$ cat src/rtl/pen_pm_pkg.sv
package pen_pm_pkg;

    typedef enum logic [1:0] {
        PH_IDLE = 2'd0,
        PH_CMD  = 2'd1,
        PH_CONV = 2'd2
    } phase_e;

    typedef struct packed {
        logic sleep_idle;   // power down while no transfer runs
        logic irq_en;       // touches may raise the interrupt
        logic ymin_sleep;   // ground-side Y switch on while asleep
    } pm_policy_t;

    localparam logic [1:0] PD_RESET = 2'b10;

    function automatic pm_policy_t decode_pd(input logic [1:0] pd);
        pm_policy_t p;
        unique case (pd)
            2'b00:   p = '{sleep_idle: 1'b1, irq_en: 1'b1, ymin_sleep: 1'b1};
            2'b01:   p = '{sleep_idle: 1'b1, irq_en: 1'b0, ymin_sleep: 1'b0};
            2'b10:   p = '{sleep_idle: 1'b0, irq_en: 1'b1, ymin_sleep: 1'b0};
            default: p = '{sleep_idle: 1'b0, irq_en: 1'b0, ymin_sleep: 1'b0};
        endcase
        return p;
    endfunction

endpackage

$ cat src/rtl/pen_pm_mode.sv
module pen_pm_mode
    import pen_pm_pkg::*;
(
    input  logic       clk,
    input  logic       rst_n,
    input  logic       wr_i,
    input  logic [1:0] pd_i,
    output logic [1:0] pd_o,
    output pm_policy_t policy_o
);

    logic [1:0] pd_q;

    always_ff @(posedge clk or negedge rst_n) begin
        if (!rst_n) begin
            pd_q <= PD_RESET;
        end else if (wr_i) begin
            pd_q <= pd_i;
        end
    end

    always_comb begin
        pd_o     = pd_q;
        policy_o = decode_pd(pd_q);
    end

endmodule

$ cat src/rtl/pen_pm_seq.sv
module pen_pm_seq
    import pen_pm_pkg::*;
#(
    parameter int WAKE_EDGE = 4,
    parameter int DONE_EDGE = 20
) (
    input  logic   clk,
    input  logic   rst_n,
    input  logic   start_i,
    input  logic   fall_i,
    input  logic   sleep_idle_i,
    output phase_e phase_o,
    output phase_e phase_nx_o,
    output logic   powered_o
);

    localparam int            EW     = $clog2(DONE_EDGE + 1);
    localparam logic [EW-1:0] WAKE_C = EW'(WAKE_EDGE);
    localparam logic [EW-1:0] DONE_C = EW'(DONE_EDGE);

    phase_e        state_q, state_d;
    logic [EW-1:0] ecnt_q, ecnt_d, ecnt_inc;
    logic          hold_q;

    assign ecnt_inc = ecnt_q + EW'(1);

    // state register
    always_ff @(posedge clk or negedge rst_n) begin
        if (!rst_n) begin
            state_q <= PH_IDLE;
            ecnt_q  <= '0;
            hold_q  <= 1'b1;
        end else begin
            state_q <= state_d;
            ecnt_q  <= ecnt_d;
            hold_q  <= powered_o;
        end
    end

    // next state
    always_comb begin
        state_d = state_q;
        ecnt_d  = ecnt_q;
        unique case (state_q)
            PH_IDLE: begin
                if (start_i) begin
                    state_d = PH_CMD;
                    ecnt_d  = '0;
                end
            end
            PH_CMD: begin
                if (start_i) begin
                    ecnt_d = '0;
                end else if (fall_i) begin
                    ecnt_d = ecnt_inc;
                    if (ecnt_inc == WAKE_C) state_d = PH_CONV;
                end
            end
            PH_CONV: begin
                if (start_i) begin
                    state_d = PH_CMD;
                    ecnt_d  = '0;
                end else if (fall_i) begin
                    if (ecnt_inc == DONE_C) begin
                        state_d = PH_IDLE;
                        ecnt_d  = '0;
                    end else begin
                        ecnt_d = ecnt_inc;
                    end
                end
            end
            default: begin
                state_d = PH_IDLE;
                ecnt_d  = '0;
            end
        endcase
    end

    // outputs
    always_comb begin
        phase_o    = state_q;
        phase_nx_o = state_d;
        unique case (state_q)
            PH_IDLE: powered_o = !sleep_idle_i;
            PH_CMD:  powered_o = hold_q;
            PH_CONV: powered_o = 1'b1;
            default: powered_o = 1'b1;
        endcase
    end

    p_cnt_bound_r9: assert property (@(posedge clk) disable iff (!rst_n)
        ecnt_q <= DONE_C);

    p_idle_fall_ignored_r11: assert property (@(posedge clk) disable iff (!rst_n)
        (state_q == PH_IDLE && !start_i) |=> (state_q == PH_IDLE && ecnt_q == '0));

endmodule

$ cat src/rtl/pen_pm_touch.sv
module pen_pm_touch
    import pen_pm_pkg::*;
#(
    parameter int TOUCH_DLY = 4
) (
    input  logic   clk,
    input  logic   rst_n,
    input  logic   touch_i,
    input  logic   arm_i,
    input  phase_e phase_nx_i,
    output logic   pen_n_o
);

    localparam int            TW    = $clog2(TOUCH_DLY + 1);
    localparam logic [TW-1:0] TFULL = TW'(TOUCH_DLY - 1);

    logic [TW-1:0] tcnt_q, tcnt_d;
    logic          lat_q, lat_d;
    logic          live;

    assign live = touch_i && arm_i;

    always_ff @(posedge clk or negedge rst_n) begin
        if (!rst_n) begin
            tcnt_q <= '0;
            lat_q  <= 1'b0;
        end else begin
            tcnt_q <= tcnt_d;
            lat_q  <= lat_d;
        end
    end

    always_comb begin
        if (!live)                tcnt_d = '0;
        else if (tcnt_q == TFULL) tcnt_d = tcnt_q;
        else                      tcnt_d = tcnt_q + TW'(1);
    end

    always_comb begin
        unique case (phase_nx_i)
            PH_CONV: lat_d = 1'b0;
            PH_CMD:  lat_d = lat_q;
            PH_IDLE: lat_d = live && (lat_q || tcnt_q == TFULL);
            default: lat_d = 1'b0;
        endcase
        pen_n_o = !lat_q;
    end

    p_pen_needs_touch_r6: assert property (@(posedge clk) disable iff (!rst_n)
        $rose(lat_q) |-> $past(touch_i));

    p_pen_needs_arm_r6: assert property (@(posedge clk) disable iff (!rst_n)
        $rose(lat_q) |-> $past(arm_i));

endmodule

$ cat src/rtl/pen_pm_ctrl.sv
module pen_pm_ctrl
    import pen_pm_pkg::*;
#(
    parameter int TOUCH_DLY = 4,
    parameter int WAKE_EDGE = 4,
    parameter int DONE_EDGE = 20
) (
    input  logic       clk,
    input  logic       rst_n,
    input  logic       start_i,
    input  logic       dclk_fall_i,
    input  logic       pd_wr_i,
    input  logic [1:0] pd_i,
    input  logic       touch_i,
    output logic       pen_irq_n_o,
    output logic       powered_o,
    output logic       ymin_gnd_o
);

    logic [1:0] pd_cur;
    pm_policy_t pol;
    phase_e     phase, phase_nx;
    logic       arm;

    pen_pm_mode u_mode (
        .clk      (clk),
        .rst_n    (rst_n),
        .wr_i     (pd_wr_i),
        .pd_i     (pd_i),
        .pd_o     (pd_cur),
        .policy_o (pol)
    );

    pen_pm_seq #(
        .WAKE_EDGE (WAKE_EDGE),
        .DONE_EDGE (DONE_EDGE)
    ) u_seq (
        .clk          (clk),
        .rst_n        (rst_n),
        .start_i      (start_i),
        .fall_i       (dclk_fall_i),
        .sleep_idle_i (pol.sleep_idle),
        .phase_o      (phase),
        .phase_nx_o   (phase_nx),
        .powered_o    (powered_o)
    );

    assign arm = (phase == PH_IDLE) && pol.irq_en;

    pen_pm_touch #(
        .TOUCH_DLY (TOUCH_DLY)
    ) u_touch (
        .clk        (clk),
        .rst_n      (rst_n),
        .touch_i    (touch_i),
        .arm_i      (arm),
        .phase_nx_i (phase_nx),
        .pen_n_o    (pen_irq_n_o)
    );

    assign ymin_gnd_o = !powered_o && pol.ymin_sleep;

    p_reset_state_r1: assert property (@(posedge clk)
        !rst_n |=> (pen_irq_n_o && powered_o && !ymin_gnd_o));

    p_ymin_asleep_r2: assert property (@(posedge clk) disable iff (!rst_n)
        ymin_gnd_o |-> !powered_o);

    p_irq_masked_r3: assert property (@(posedge clk) disable iff (!rst_n)
        (phase == PH_IDLE && $past(phase == PH_IDLE) && pd_cur[0] && $past(pd_cur[0]))
        |-> pen_irq_n_o);

    p_always_on_r4: assert property (@(posedge clk) disable iff (!rst_n)
        (phase == PH_IDLE && $past(phase == PH_IDLE) && pd_cur[1] && $past(pd_cur[1]))
        |-> powered_o);

    p_no_new_pen_r7: assert property (@(posedge clk) disable iff (!rst_n)
        ($past(phase) != PH_IDLE) |-> !$fell(pen_irq_n_o));

    p_conv_awake_r8: assert property (@(posedge clk) disable iff (!rst_n)
        (phase == PH_CONV) |-> powered_o);

endmodule

$ cat config.mk
export PLATFORM = sky130hd
export DESIGN_NAME = pen_pm_ctrl
export DESIGN_NICKNAME = d
export VERILOG_FILES = /design/src/rtl/pen_pm_pkg.sv /design/src/rtl/pen_pm_mode.sv /design/src/rtl/pen_pm_seq.sv /design/src/rtl/pen_pm_touch.sv /design/src/rtl/pen_pm_ctrl.sv
export SDC_FILE = /design/constraint.sdc
export NUM_CORES = 1
export LEC_CHECK = 0
export BUFFER_PORTS_ARGS = -buffer_cell sky130_fd_sc_hd__buf_2
export CORE_MARGIN = 3
export CORE_UTILIZATION = 51
export CTS_CLUSTER_SIZE = 20
export DETAILED_ROUTE_END_ITERATION = 12
export PLACE_DENSITY = 0.83
export SYNTH_ARGS = -nofsm -noshare
export SYNTH_HDL_FRONTEND = slang
export SYNTH_SLANG_ARGS = --single-unit
$ cat constraint.sdc
create_clock -name clk -period 2.6 [get_ports clk]
set_input_delay 0.26 -clock clk [delete_from_list [all_inputs] [get_ports clk]]
set_output_delay 0.26 -clock clk [all_outputs]
set_load 0.05 [all_outputs]
Word-level counts from Yosys, hierarchy flattened
Index checks and enable logic that the tools add are counted.

storage, ports and cells
  register bits after elaboration = 14
  latch bits = 0
  RAM bits = 0
  bits in read-only memories = 0
  bits of input ports = 8
  output and inout bits = 3
  word-level logic and storage cells = 52
  memories = 0

operators by class
  $add $sub $neg = 2
  multipliers = 0
  divide/modulo/power cells = 0
  magnitude comparators = 0
  eq/ne operators = 12
  shift-type cells = 0
  mux-type cells = 20
  bitwise gates (word level) = 0
  reduce and logical (&&, ||, !) cells = 12

operators by type and width
  operator             count
  $mux 5               6
  $pmux 5 s3           1
  $mux 2               7
  $pmux 3 s3           1
  $eq 2x1->1 const B   3
  $logic_not 2->1      3
  $mux 3               2
  $ne 3x3->1 const B   2
  $pmux 2 s3           1
  $add 5x1->5 const B  1
  $eq 5x3->1 const B   1
  $eq 5x5->1 const B   1
  $eq 2x2->1 const B   2
  $logic_and 1x1->1    4
  $ne 2x2->1 const B   2
  $pmux 1 s2           2
  $add 3x1->3 const B  1
  $eq 3x2->1 const B   1
  $logic_not 1->1      3
  $reduce_and 3->1     1
  $logic_or 1x1->1     1

Depth between registers and ports, before layout
  word-level depth = 8
  gate-level depth with buffers = 6
  gate-level depth less buffers = 6

By module
From an unflattened synthesis, not the netlist that was laid out.

unflattened totals
  cell total of the unflattened synthesis = 85
  area total of the unflattened synthesis = 849.6 µm²

by module, submodules not included
  module        instances  cells each  area each (µm²)  sequential area each (µm²)
  pen_pm_seq    1          58          545.5            201.4
  pen_pm_touch  1          18          200.2            100.1
  pen_pm_mode   1          7           85.1             51.3
  pen_pm_ctrl   1          2           18.8             0.0

Worst setup path after synthesis
Ideal clock, no wire load.

  kind = register to output
  from = register u_seq.state_q[0] (netlist: u_seq.phase_o[0])
  to = output ymin_gnd_o
  data arrival time = 2730 ps
  data required time = 2340 ps
  path slack = -390 ps
  cell stages (with the launch flop) = 6
  path buffers = 0
  path through = dfrtp_1 inv_1 ha_1 a22oi_1 o21ai_0 nor3_1

between the ends
  longest elaborated chain between the ends = 4
  elaborated cells between the ends (all ways) = 5
  those cells by class = 1 x eq/ne; 1 x mux; 3 x reduce/logical

ends and longest elaborated chain
  item                                           RTL line           RTL
  from (decl)                                    pen_pm_seq.sv:21   phase_e state_q, state_d;
  from (signal assigned)                         pen_pm_seq.sv:34   state_q <= state_d;
  $eq 2x1->1 or $logic_not 2->1 (tied branches)  pen_pm_seq.sv:83   unique case (state_q)
  $pmux 1 s2 *                                   pen_pm_seq.sv:83
  via powered_o                                  pen_pm_ctrl.sv:16  output logic powered_o,
  $logic_not 1->1 *                              pen_pm_ctrl.sv:61  assign ymin_gnd_o = !powered_o && pol.ymin_sleep;
  $logic_and 1x1->1 *                            pen_pm_ctrl.sv:61
  to (decl)                                      pen_pm_ctrl.sv:17  output logic ymin_gnd_o

The timed path passes the listed nets; every way through them passes the cells marked *.

Worst setup path after layout
  from = register u_seq.state_q[0] (netlist: u_seq.phase_o[0])
  to = output ymin_gnd_o

between the ends
  longest elaborated chain between the ends = 4
  elaborated cells between the ends (all ways) = 5
  those cells by class = 1 x eq/ne; 1 x mux; 3 x reduce/logical

ends and longest elaborated chain
  item                                           RTL line
  $eq 2x1->1 or $logic_not 2->1 (tied branches)  pen_pm_seq.sv:83
  $pmux 1 s2 *                                   pen_pm_seq.sv:83
  $logic_not 1->1 *                              pen_pm_ctrl.sv:61
  $logic_and 1x1->1 *                            pen_pm_ctrl.sv:61

Mark *: on every way between the ends. The rest lies on a longest branch, timed or not.

==> metrics.cfg <==
[layout]
syn_to_final_growth_pct = 14.6
multiInputGateArea_sq_um = 429
layout.cells.non_filler = 114
design_area_sq_um = 942
n_antenna_cell = 0
fillers = 111
fin_nets = 115
drive_gt1_share_pct = 22.2
seq_area_sq_um = 353

[cts]
post_cts_resized = 0
cts_setup_buffers = 0
clock_latency_ns = 0.28
cts_made_buffers = 3
cts_tree = built
htreeDepth = 1
cts-root-buf = clkbuf_4
clk_path_buf_depth = 2
clkSlewWorstSetupHoldPaths_ns = 0.08
clock_sinks = 14

[global_route]
first_global_vias = 599
grt_pass1_wl_microns = 2650
overflow = 0
antenna_found_initial = 0
grt_max_degree = 15
grt_usage_pct = 17.8

[pwr]
pwr-share-comb_pct = 39.1
seqPwrFrac_pct = 38.4
p_sw_mw = 0.280
power_density_mw_per_mm2 = 747
p_int_mw = 0.424
irDropWorstVdd_mv = 0.553
power_frac_clock_pct = 22.5
p_leak_nw = 0.430
swShare_pct = 39.8

[sta]
tns_ns = 0
slew_violations = 0
rsz0062_at_grt = false
finalCritPeriodShare_pct = 82.3
setup_violations = 0
fin_crit_ns = 2.14
fin_skew_ns = 0.00219
tightest_slew_ns = 0.588
fmax_ghz = 0.467
hold_violations = 0
maxSlewHeadroom_pct = 60.5
setup_slack_ns = 0.460

[synth]
yosys-top-cells-area = dfrtp_1, ha_1, dfstp_2
yosysTopAreaCell = dfrtp_1
synth_area_per_cell_sq_um = 9.79
yosysTopAreaCellShare_pct = 36.5
synth_cell_types = 35
synth_seq_cells = 14
synthCells = 84
synth_nets = 99
syn_area_sq_um = 822
yosysWarnings = 0
seq_area_frac_synth_pct = 42.9

[floorplan]
coreArea_sq_mm = 0.00140
die_w_microns = 46.1
die_h_microns = 46.1
rows = 13
die_area_sq_mm = 0.00213
top_level_ports = 11
initial_core_util_pct = 58.8

[critical_path]
startpoint = u_seq.phase_o[0]$_DFF_PN0_
slowest_delay_ns = 0.41
worstSetupPathType = reg -> out
ff2ff_setup_slack_ns = 0.58
worstPathMaxFanout = 8
required_ns = 2.34
crit_path_end_kind = output pin
cp_top_family = flip-flops
r2r-end = u_touch.lat_q$_DFFE_PN0P_
critPathBufInv = 2
arrival_ns = 1.88
r2r-start = u_seq.ecnt_q[0]$_DFFE_PN0P_
crit_cells = 6
r2r_cells = 5
crit_chain = inv_1, ha_1, a22oi_1, o21ai_1, nor3_2, buf_2
cp-start-kind = flip-flop
crit_end = ymin_gnd_o
slowest_stage = dfrtp_1

[place]
dp_cells = 109
gp_congestion = 0.816
pre_cts_ws_ns = 0.585
numPortBuffers = 10
dp_hpwl_microns = 1140
placement.cell_area_sq_um = 896

[route]
drc = 0
avgRoutedWirePerCell_microns = 13.3
drtPass1Iterations = 4
drtIter0Drc = 12
viasPerCell = 5.74
drtAntennaViolNets = 0
drt-total-wl_microns = 1520
route.vias.total = 654

[hold_path]
hold_start = pd_i[0]
hold_path_class = in -> reg

[outcome]
run_status = completed

[flow_run]
drv_cap = 0

==> how the worst min path moves through the flow <==
stage	end	cells after the start	slack [ns]
after floorplan	u_mode.pd_o[0]$_DFFE_PN0P_	0	-0.04
after global placement	u_seq.ecnt_q[1]$_DFFE_PN0P_	1	0.16
after detailed placement	u_seq.ecnt_q[1]$_DFFE_PN0P_	1	0.17
after CTS	u_mode.pd_o[0]$_DFFE_PN0P_	2	0.20
after global routing	u_mode.pd_o[1]$_DFFE_PN1P_	2	0.20
final	u_mode.pd_o[0]$_DFFE_PN0P_	2	0.20
==> through the flow <==
stage               total power [mW]  hold WS, ns  util (%)
floorplan                      0.484      -0.0356         -
global placement               0.540        0.162      64.0
detailed placement             0.543        0.169      64.0
CTS                            0.704        0.198      67.4
global route                   0.753        0.199      67.4
finish                         0.704        0.205      67.4
==> per-layer routing <==
layer  part of all wire (%)  GRT usage [%]  vias to the layer above
met2                     43           27.2                       15
met1                     50           23.0                      306
met5                      0              0                        -
met3                    5.6           5.08                        2
li1                       -              -                      331
met4                    2.0           8.52                        0
==> repair_timing <==
item                                    in CTS  in global routing
endpoints found under the setup margin       0                  0
endpoints found under the hold margin       12                  0
hold buffers                                 1                  0
==> Yosys cell counts, drive strengths merged <==
library cell	instances
nor3b	1
nor4bb	1
nor3	3
nor2b	1
nand2b	1
or3	1
or3b	1
a211oi	1
a22oi	1
o22ai	2
a22o	1
nand3b	1
a32o	1
a311o	1
and3	1
xor2	1
or4	1
mux2	3
nand2	5
inv	12
nor2	6
o21bai	1
a31oi	2
a21o	1
a211o	1
a21oi	3
a221oi	1
mux2i	1
ha	7
o21ai	5
nand3	1
a31o	1
dfstp	2
dfrtp	12
==> flip-flops by register name, indices dropped and copies added, names as in the netlist <==
| register | count |
|---|---|
| u_seq.hold_q | 1 |
| u_mode.pd_o | 2 |
| u_seq.ecnt_q | 5 |
| u_seq.phase_o | 2 |
| u_touch.lat_q | 1 |
| u_touch.tcnt_q | 3 |
==> area by class of cell <==
class | count | area share [%]
well taps | 15 | 1.99
flip-flops and latches | 14 | 37.5
inverters | 12 | 4.78
clock buffers | 4 | 3.85
multi-input cells | 58 | 45.6
repair buffers | 11 | 6.37
==> cell families after synthesis <==
kind of cell,Yosys count,share of synthesized area (%)
AOI/OAI and AO/OA,22,19.0
xor gates and xnor gates,1,1.07
adders and majority gates,7,10.7
buffers and inverters,12,5.48
DFF,14,42.9
muxes,4,5.33
and+or+nand+nor,24,15.5
==> power by group through the flow <==
stage | Sequential, mW | Combinational, mW | Clock, mW
3_5_place_dp | 0.273 | 0.270 | 0
5_1_grt | 0.275 | 0.306 | 0.172
6_report | 0.270 | 0.275 | 0.159
2_1_floorplan | 0.271 | 0.213 | 0
4_1_cts | 0.269 | 0.274 | 0.161
3_3_place_gp | 0.272 | 0.267 | 0
==> cell usage in the layout (no fill, tap or decap), types with 2 or more instances in the layout <==
cell | synthesis | layout
o21ai_0 | 4 | 3
clkbuf_4 | 0 | 3
mux2_2 | 3 | 3
inv_1 | 12 | 12
nor2_1 | 6 | 6
o22ai_1 | 2 | 2
a21oi_1 | 3 | 3
buf_2 | 0 | 10
nand2_1 | 5 | 5
ha_1 | 7 | 7
o21ai_1 | 1 | 2
dfstp_2 | 2 | 2
a31oi_1 | 2 | 2
dfrtp_1 | 12 | 12
nor3_1 | 3 | 2
(Power assumes the default switching activity.)
